--- src/rtl/mac_pkg.sv ---
package mac_pkg;
    typedef enum logic [1:0] {
        S_IDLE = 2'd0,
        S_MUL  = 2'd1,
        S_FIX  = 2'd2
    } mac_state_e;

    typedef enum logic {
        MODE_UU = 1'b0,
        MODE_US = 1'b1
    } mac_mode_e;
endpackage

--- src/rtl/mac_ctrl.sv ---
module mac_ctrl
    import mac_pkg::*;
#(
    parameter int ITERS = 64
) (
    input  logic clk,
    input  logic rst_n,
    input  logic start_i,
    output logic load_o,
    output logic step_o,
    output logic fin_o,
    output logic busy_o,
    output logic done_o
);
    localparam int CNT_W = (ITERS > 1) ? $clog2(ITERS) : 1;
    localparam logic [CNT_W-1:0] LAST = CNT_W'(ITERS - 1);

    mac_state_e       state_q, state_d;
    logic [CNT_W-1:0] cnt_q;

    always_comb begin
        state_d = state_q;
        unique case (state_q)
            S_IDLE: if (start_i) state_d = S_MUL;
            S_MUL:  if (cnt_q == LAST) state_d = S_FIX;
            S_FIX:  state_d = S_IDLE;
            default: state_d = S_IDLE;
        endcase
    end

    always_ff @(posedge clk or negedge rst_n) begin
        if (!rst_n) begin
            state_q <= S_IDLE;
        end else begin
            state_q <= state_d;
        end
    end

    always_ff @(posedge clk or negedge rst_n) begin
        if (!rst_n) begin
            cnt_q  <= '0;
            done_o <= 1'b0;
        end else begin
            done_o <= (state_q == S_FIX);
            if (state_q == S_MUL) begin
                cnt_q <= cnt_q + 1'b1;
            end else begin
                cnt_q <= '0;
            end
        end
    end

    assign load_o = (state_q == S_IDLE) && start_i;
    assign step_o = (state_q == S_MUL);
    assign fin_o  = (state_q == S_FIX);
    assign busy_o = (state_q != S_IDLE);


    done_pulse_chk: assert property (@(posedge clk) disable iff (!rst_n)
        done_o |=> !done_o);


    done_idle_chk: assert property (@(posedge clk) disable iff (!rst_n)
        done_o |-> !busy_o);


    start_accept_chk: assert property (@(posedge clk) disable iff (!rst_n)
        (start_i && !busy_o) |=> busy_o);


    busy_start_ignored_chk: assert property (@(posedge clk) disable iff (!rst_n)
        (step_o && start_i && !(cnt_q == LAST)) |=> step_o);
endmodule

--- src/rtl/mac_datapath.sv ---
module mac_datapath
    import mac_pkg::*;
#(
    parameter int OPW        = 64,
    parameter int DIGIT_BITS = 1
) (
    input  logic           clk,
    input  logic           rst_n,
    input  logic           load_i,
    input  logic           step_i,
    input  logic           fin_i,
    input  logic           mode_i,
    input  logic [OPW-1:0] a_i,
    input  logic [OPW-1:0] b_i,
    input  logic [OPW-1:0] c_i,
    output logic [OPW-1:0] result_o,
    output logic [OPW-1:0] carry_o
);
    localparam int DW = 2 * OPW;

    logic [DW-1:0]  acc_q, mcand_q, addend;
    logic [OPW-1:0] mplier_q, c_q;
    logic           neg_q;
    mac_mode_e      mode_q;
    logic [DW-1:0]  prod_fix, c_ext, sum;

    generate
        if (DIGIT_BITS == 2) begin : g_radix4
            always_comb begin
                unique case (mplier_q[1:0])
                    2'd0:    addend = '0;
                    2'd1:    addend = mcand_q;
                    2'd2:    addend = mcand_q << 1;
                    default: addend = mcand_q + (mcand_q << 1);
                endcase
            end
        end else begin : g_radix2
            assign addend = mplier_q[0] ? mcand_q : '0;
        end
    endgenerate

    always_comb begin
        prod_fix = neg_q ? (~acc_q + 1'b1) : acc_q;
        if (mode_q == MODE_US) begin
            c_ext = {{OPW{c_q[OPW-1]}}, c_q};
        end else begin
            c_ext = {{OPW{1'b0}}, c_q};
        end
        sum = prod_fix + c_ext;
    end

    always_ff @(posedge clk or negedge rst_n) begin
        if (!rst_n) begin
            acc_q    <= '0;
            mcand_q  <= '0;
            mplier_q <= '0;
            c_q      <= '0;
            neg_q    <= 1'b0;
            mode_q   <= MODE_UU;
        end else if (load_i) begin
            acc_q    <= '0;
            mcand_q  <= {{OPW{1'b0}}, a_i};
            mode_q   <= mac_mode_e'(mode_i);
            c_q      <= c_i;
            neg_q    <= mode_i && b_i[OPW-1];
            mplier_q <= (mode_i && b_i[OPW-1]) ? (~b_i + 1'b1) : b_i;
        end else if (step_i) begin
            acc_q    <= acc_q + addend;
            mcand_q  <= mcand_q << DIGIT_BITS;
            mplier_q <= mplier_q >> DIGIT_BITS;
        end
    end

    always_ff @(posedge clk or negedge rst_n) begin
        if (!rst_n) begin
            result_o <= '0;
            carry_o  <= '0;
        end else if (fin_i) begin
            result_o <= sum[OPW-1:0];
            carry_o  <= sum[DW-1:OPW];
        end
    end


    out_hold_chk: assert property (@(posedge clk) disable iff (!rst_n)
        !fin_i |=> ($stable(result_o) && $stable(carry_o)));


    magnitude_load_chk: assert property (@(posedge clk) disable iff (!rst_n)
        (load_i && mode_i && b_i[OPW-1]) |=> (neg_q && (mplier_q == (~$past(b_i) + 1'b1))));
endmodule

--- src/rtl/chain_mac.sv ---
module chain_mac #(
    parameter int OPW        = 64,
    parameter int DIGIT_BITS = 1
) (
    input  logic           clk,
    input  logic           rst_n,
    input  logic           start_i,
    input  logic           mode_i,
    input  logic [OPW-1:0] a_i,
    input  logic [OPW-1:0] b_i,
    input  logic [OPW-1:0] c_i,
    output logic           busy_o,
    output logic           done_o,
    output logic [OPW-1:0] result_o,
    output logic [OPW-1:0] carry_o
);
    localparam int ITERS = OPW / DIGIT_BITS;

    logic load, step, fin;

    mac_ctrl #(.ITERS(ITERS)) u_ctrl (
        .clk     (clk),
        .rst_n   (rst_n),
        .start_i (start_i),
        .load_o  (load),
        .step_o  (step),
        .fin_o   (fin),
        .busy_o  (busy_o),
        .done_o  (done_o)
    );

    mac_datapath #(.OPW(OPW), .DIGIT_BITS(DIGIT_BITS)) u_dp (
        .clk      (clk),
        .rst_n    (rst_n),
        .load_i   (load),
        .step_i   (step),
        .fin_i    (fin),
        .mode_i   (mode_i),
        .a_i      (a_i),
        .b_i      (b_i),
        .c_i      (c_i),
        .result_o (result_o),
        .carry_o  (carry_o)
    );


    fin_then_done_chk: assert property (@(posedge clk) disable iff (!rst_n)
        fin |=> done_o);
endmodule

--- config.mk ---
export PLATFORM = sky130hd
export DESIGN_NAME = chain_mac
export DESIGN_NICKNAME = d
export VERILOG_FILES = /design/src/rtl/mac_pkg.sv /design/src/rtl/mac_ctrl.sv /design/src/rtl/mac_datapath.sv /design/src/rtl/chain_mac.sv
export SDC_FILE = /design/constraint.sdc
export NUM_CORES = 2
export LEC_CHECK = 0
export ABC_AREA = 1
export BUFFER_PORTS_ARGS = -buffer_cell sky130_fd_sc_hd__buf_2
export CAP_MARGIN = 20
export CORE_ASPECT_RATIO = 0.5
export CORE_UTILIZATION = 55
export CTS_CLUSTER_DIAMETER = 100
export DETAILED_ROUTE_END_ITERATION = 16
export PLACE_DENSITY = 0.73
export SYNTH_ARGS = -nofsm -noshare
export SYNTH_HDL_FRONTEND = slang
export SYNTH_SLANG_ARGS = --single-unit
--- constraint.sdc ---
create_clock -name clk -period 5.2 [get_ports clk]
set_input_delay 1.3 -clock clk [delete_from_list [all_inputs] [get_ports clk]]
set_output_delay 1.3 -clock clk [all_outputs]
set_load 0.03 [all_outputs]
Yosys cells after proc, flatten, opt, wreduce, memory -nomap -nowiden
Cells that the tools add are included.
- output and inout port bits: 130
- flip-flop bits (word level): 523
- bitwise logic cells: 2
- reductions and logical operators: 6
- equal/unequal tests: 5
- muxes and demuxes: 14
- $add $sub $neg: 5
- operator list (cell ; count):
    2-to-1 mux 128 bit ; 7
    adder 128 bit ; 2
    2-to-1 mux 64 bit ; 3
    adder 128 x 1 -> 128 bit, second input constant ; 1
    NOT 128 bit ; 1
    adder 64 x 1 -> 64 bit, second input constant ; 1
    NOT 64 bit ; 1
    adder 6 x 1 -> 6 bit, second input constant ; 1
    == test 6 bit, second input constant ; 1
    2-to-1 mux 6 bit ; 1
    2-to-1 mux 2 bit ; 2
    one-hot mux 2 bit (2 select lines) ; 1
    nonzero test 2 bit ; 2
    == test 2 x 1 -> 1 bit, second input constant ; 1
    == test 2 bit, second input constant ; 1
    logical AND 1 bit ; 2
    logical NOT 2 bit ; 1
    inequality test 2 x 1 -> 1 bit, second input constant ; 1
    inequality test 2 bit, second input constant ; 1
    AND reduction 2 bit ; 1

Logic depth before layout (Yosys ltp)
- depth after elaboration: 4
- mapped depth: 31
- depth with buffers taken out: 31

Cells and area by module
Synthesis repeated with hierarchy kept, for this count alone.
- cells, all modules: 9990
- area total of the unflattened synthesis: 55411.9 µm²
- by module, submodules not included (module ; seq. area each (µm²) ; area an instance (µm²) ; cells each ; times used):
    mac_datapath ; 12862.3 ; 55011.5 ; 9944 ; 1
    mac_ctrl ; 225.2 ; 400.4 ; 46 ; 1

Least setup slack after synthesis
No wires, ideal clock.
- path type: reg-to-reg
- from: register u_dp.c_q[63]
- to: register u_dp.carry_o[47]
- period minus slack after synthesis: 3.509 ns
- cell stages (with the launch flop): 17
- slack: 1.691 ns
- data arrival time: 3.391 ns
- setup time: 0.118 ns
- cell sequence: dfrtp_1 -> nand2_1 -> inv_1 -> ha_1 -> inv_1 -> nor3_1 -> inv_1 -> nor2_1 -> inv_1 -> nor2_1 -> nand2_1 -> nor3_1 -> nand2_1 -> nand2_1 -> nand2_1 -> nand3_1 -> nand2_1
- word-level cells in the longest chain between the ends: 2
- RTL lines (item ; RTL line ; text):
    start: declaration ; mac_datapath.sv:22 ; logic [OPW-1:0] mplier_q, c_q;
    start signal: assignment ; mac_datapath.sv:64 ; c_q <= c_i;
    2-to-1 mux 128 bit ; mac_datapath.sv:44 ; if (mode_q == MODE_US) begin
    adder 128 bit ; mac_datapath.sv:49 ; sum = prod_fix + c_ext;
    end signal: assignment ; mac_datapath.sv:80 ; carry_o <= sum[DW-1:OPW];
    end: declaration ; mac_datapath.sv:17 ; output logic [OPW-1:0] carry_o
Every way passes these cells.
A chain may end at the register's enable or synchronous reset.

Worst setup path in the final report
- from: register u_dp.acc_q[63]
- to: register u_dp.carry_o[12]
- word-level cells in the longest chain between the ends: 4
- RTL lines (item ; RTL line ; text):
    start: declaration ; mac_datapath.sv:21 ; logic [DW-1:0] acc_q, mcand_q, addend;
    start signal: assignment ; mac_datapath.sv:68 ; acc_q <= acc_q + addend;
    NOT 128 bit ; mac_datapath.sv:43 ; prod_fix = neg_q ? (~acc_q + 1'b1) : acc_q;
    adder 128 x 1 -> 128 bit ; mac_datapath.sv:43 ;
    2-to-1 mux 128 bit * ; mac_datapath.sv:43 ;
    adder 128 bit * ; mac_datapath.sv:49 ;
Mark *: on every way between the ends. The rest lies on a longest branch, timed or not.

==> flow_summary.yaml <==
status:
  status: "completed"
worst_setup_path:
  cp_max_fo: 5
  cp_common_cell: "nand2_1"
  path_cells: "nor2_1, nand3_1, nor2_1, nand2_1, nor4_1, xor2_1, a21oi_1, ha_1, nand2_1, nor2_1, inv_1, nor2_1, inv_1, nor2_1, nand2_1, nand2_1, inv_1, nand2_1, nand2_1, nand3_1, nand2_1"
  required_ps: 5730
  path_class: "reg2reg"
  max_stage_delay_ps: 570
  worstRegToRegCells: 21
  crit_slowest_cell: "nor4_1"
  cp_data_arrival_time_ps: 5560
  critPathLaunchType: "flip-flop"
  cp-end-kind: "flip-flop"
clock_network:
  max-clock-path-buffers: 3
  clock_latency_ps: 730
  cts_tree: "built"
  clk_pin_slew_ps: 70
  post_cts_resized: 0
  numCtsBuffers: 53
  htreeDepth: 2
  cts_hold_repair.buffers: 0
  cts_setup_buffers: 0
  cts_sinks: 523
  clock_tree.root_cell: "clkbuf_16"
route:
  via_per_inst: 5.55
  ant_nets: 0
  dr.first_iter.drc_count: 9590
  remaining_drc_errors: 0
  drtPass1Iterations: 8
  detail_route.wl_per_cell_um: 20.7
  drt_wl_total_um: 240000
  vias: 64400
yosys:
  synth_edf_count: 0
  async_flop_share_pct: 100
  synthTopCellsByCount: "nand2_1 (4,073), inv_1 (2,228), nor2_1 (945), dfrtp_1 (523), nand3_1 (419)"
  ys_seq_area_share_pct: 23.8
  synth_top_area_share_pct: 27.8
  syn_nets: 10400
  synth.area.top_cells: "nand2_1 (28%), dfrtp_1 (24%), inv_1 (15%), ha_1 (6.5%), nor2_1 (6.4%)"
  yosysMostFrequentCell: "nand2_1"
  yosys.area.top_type: "nand2_1"
  ys_seq_elements: 523
  syn_inst: 9957
  yosysUniqueCellTypes: 55
  syn_area_per_cell_um2: 5.53
  yosysWarnings: 0
  synth_area_um2: 55100
  synth_ff_type: "dfrtp_1"
job:
  maxCapViolCount: 0
sta:
  rsz0062_at_grt: "no"
  finalHoldViolations: 0
  max_freq_mhz: 199
  period_needed_ps: 5030
  drv_slew: 0
  fin_crit_sh_pct: 96.7
  skew_ps: 80.4
  finalWorstSetupSlack_ps: 170
  fin_setup_tns_ps: 0
  maxSlewHeadroom_pct: 28.5
  setup_violations: 0
  worst_pin_slew_ps: 1070
die:
  die_h_um: 226
  io_pins: 326
  rows: 81
  core_area_um2: 98400
  die_x_um: 449
  dieArea_um2: 101000
  start_util_pct: 56.0
layout:
  final_nets: 10700
  area_growth_pct: 9.32
  final_layout_size_suffix_gt1_share_pct: 5.57
  fin_area_um2: 60200
  fillers: 10000
placed_design:
  gp_congestion: 1.10
  dp_hpwl_um: 200000
  port_buffers: 325
  place_area_um2: 58400
  dpl_worst_slack_ps: 597
grt:
  grt_pass1_wl_um: 349000
  overflow: 0
  grt_max_degree: 140
  antenna_found_initial: 3
  track_usage_pct: 46.1
  first_global_vias: 56900
power_and_ir_drop:
  power_mw: 8.67
  p_leak_nw: 37.2
  powerDensity_nw_per_um2: 144
  peakVddDrop_v: 0.000323
hold_path:
  min_path_cells: 1
  hold_path.class: "reg2reg"
[kinds of logic (layout without fill, tap and decap cells)]
logic type | count (synthesis) | after routing | synth area share (%)
AOI/OAI and AO/OA | 810 | 810 | 8.46
xor gates and xnor gates | 210 | 210 | 3.35
adders and majority gates | 289 | 289 | 6.59
buffers and inverters | 2403 | 2721 | 16.4
DFF | 523 | 523 | 23.8
muxes | 1 | 1 | 0.0182
other | 0 | 3 | 0
and+or+nand+nor | 5721 | 5721 | 41.4
[per-layer routing]
layer	routed length (um)	GRT usage, %	vias up	share of wire, %
met5	13	0	-	0.0054
met4	7160	11.9	2	3.0
met3	39200	17.0	481	16
met2	90200	62.7	4067	38
met1	103000	67.3	29400	43
li1	-	-	30400	-
[sequential cells by signal, indices dropped and copies added (netlist names)]
signal and cells:
u_dp.mplier_q 64, u_ctrl.state_q 2, u_dp.mcand_q 128, u_ctrl.done_o 1, u_dp.acc_q 128, u_dp.result_o 64
u_dp.neg_q 1, u_ctrl.cnt_q 6, u_dp.mode_q 1, u_dp.carry_o 64, u_dp.c_q 64
[final timing paths]
kind,start,end,slack (ps)
worst max register to register,u_dp.acc_q[63],u_dp.carry_o[12],170
worst min register to register,u_ctrl.cnt_q[0],u_ctrl.cnt_q[0],470
worst max-delay path,u_dp.acc_q[63],u_dp.carry_o[12],170
worst min-delay path,u_ctrl.cnt_q[0],u_ctrl.cnt_q[0],470
max in group asynchronous,rst_n,u_dp.result_o[62],3400
min in group asynchronous,rst_n,u_dp.mplier_q[37],680
[power breakdown]
part	total, mW	internal, mW	leakage (nW)	switching (mW)
Sequential	4.07	4.07	6.26	0
Clock	4.29	2.25	0.882	2.04
Combinational	0.315	0.0990	30.1	0.216
[through the flow]
stage,utilization (%),hold slack [ps],instances
after floorplan,-,433,9957
after global placement,59.3,451,11500
after detailed placement,59.3,459,11500
after CTS,61.2,467,11600
after global routing,61.2,496,11600
final,61.2,471,11600
[placed cells by master, fill, tap and decap left out, types with 9 or more instances in the layout]
cell type,instances
a22oi_1,47
clkbuf_8,10
buf_12,11
o221ai_1,63
o21ai_1,26
buf_2,324
nand3b_1,29
nor4_1,18
xnor2_1,69
nor2_1,943
nand2_2,14
o22ai_1,67
inv_1,2227
nand2_1,4071
inv_2,9
nand4_1,78
ha_1,287
nor3_1,83
dfrtp_1,521
nor2_2,18
xor2_1,140
a21oi_1,291
buf_4,48
nand3_1,419
clkbuf_16,53
o21ai_0,265
nor2_4,10
[worst max-delay path: cells and delay by family (launching register included)]
| kind | cells | cell delay [ps] |
|---|---|---|
| XOR/XNOR | 1 | 130 |
| buffers and inverters | 3 | 220 |
| AO/OA/AOI/OAI | 1 | 490 |
| adder cells (fa/ha/maj) | 1 | 310 |
| AND/OR/NAND/NOR | 15 | 3240 |
| flip-flops | 1 | 470 |
[area by class of cell]
cell class	instances	area (um^2)	share of cell area (%)
antenna	3	7.51	0.0125
multi-input combinational	7031	33000	54.8
inverter	2240	8420	14.0
clock buffer	67	1480	2.46
clock inverter	30	354	0.588
tap	1328	1660	2.76
sequential	523	13100	21.8
timing repair buffer	384	2220	3.68
Power figures use the tool's default switching activity.
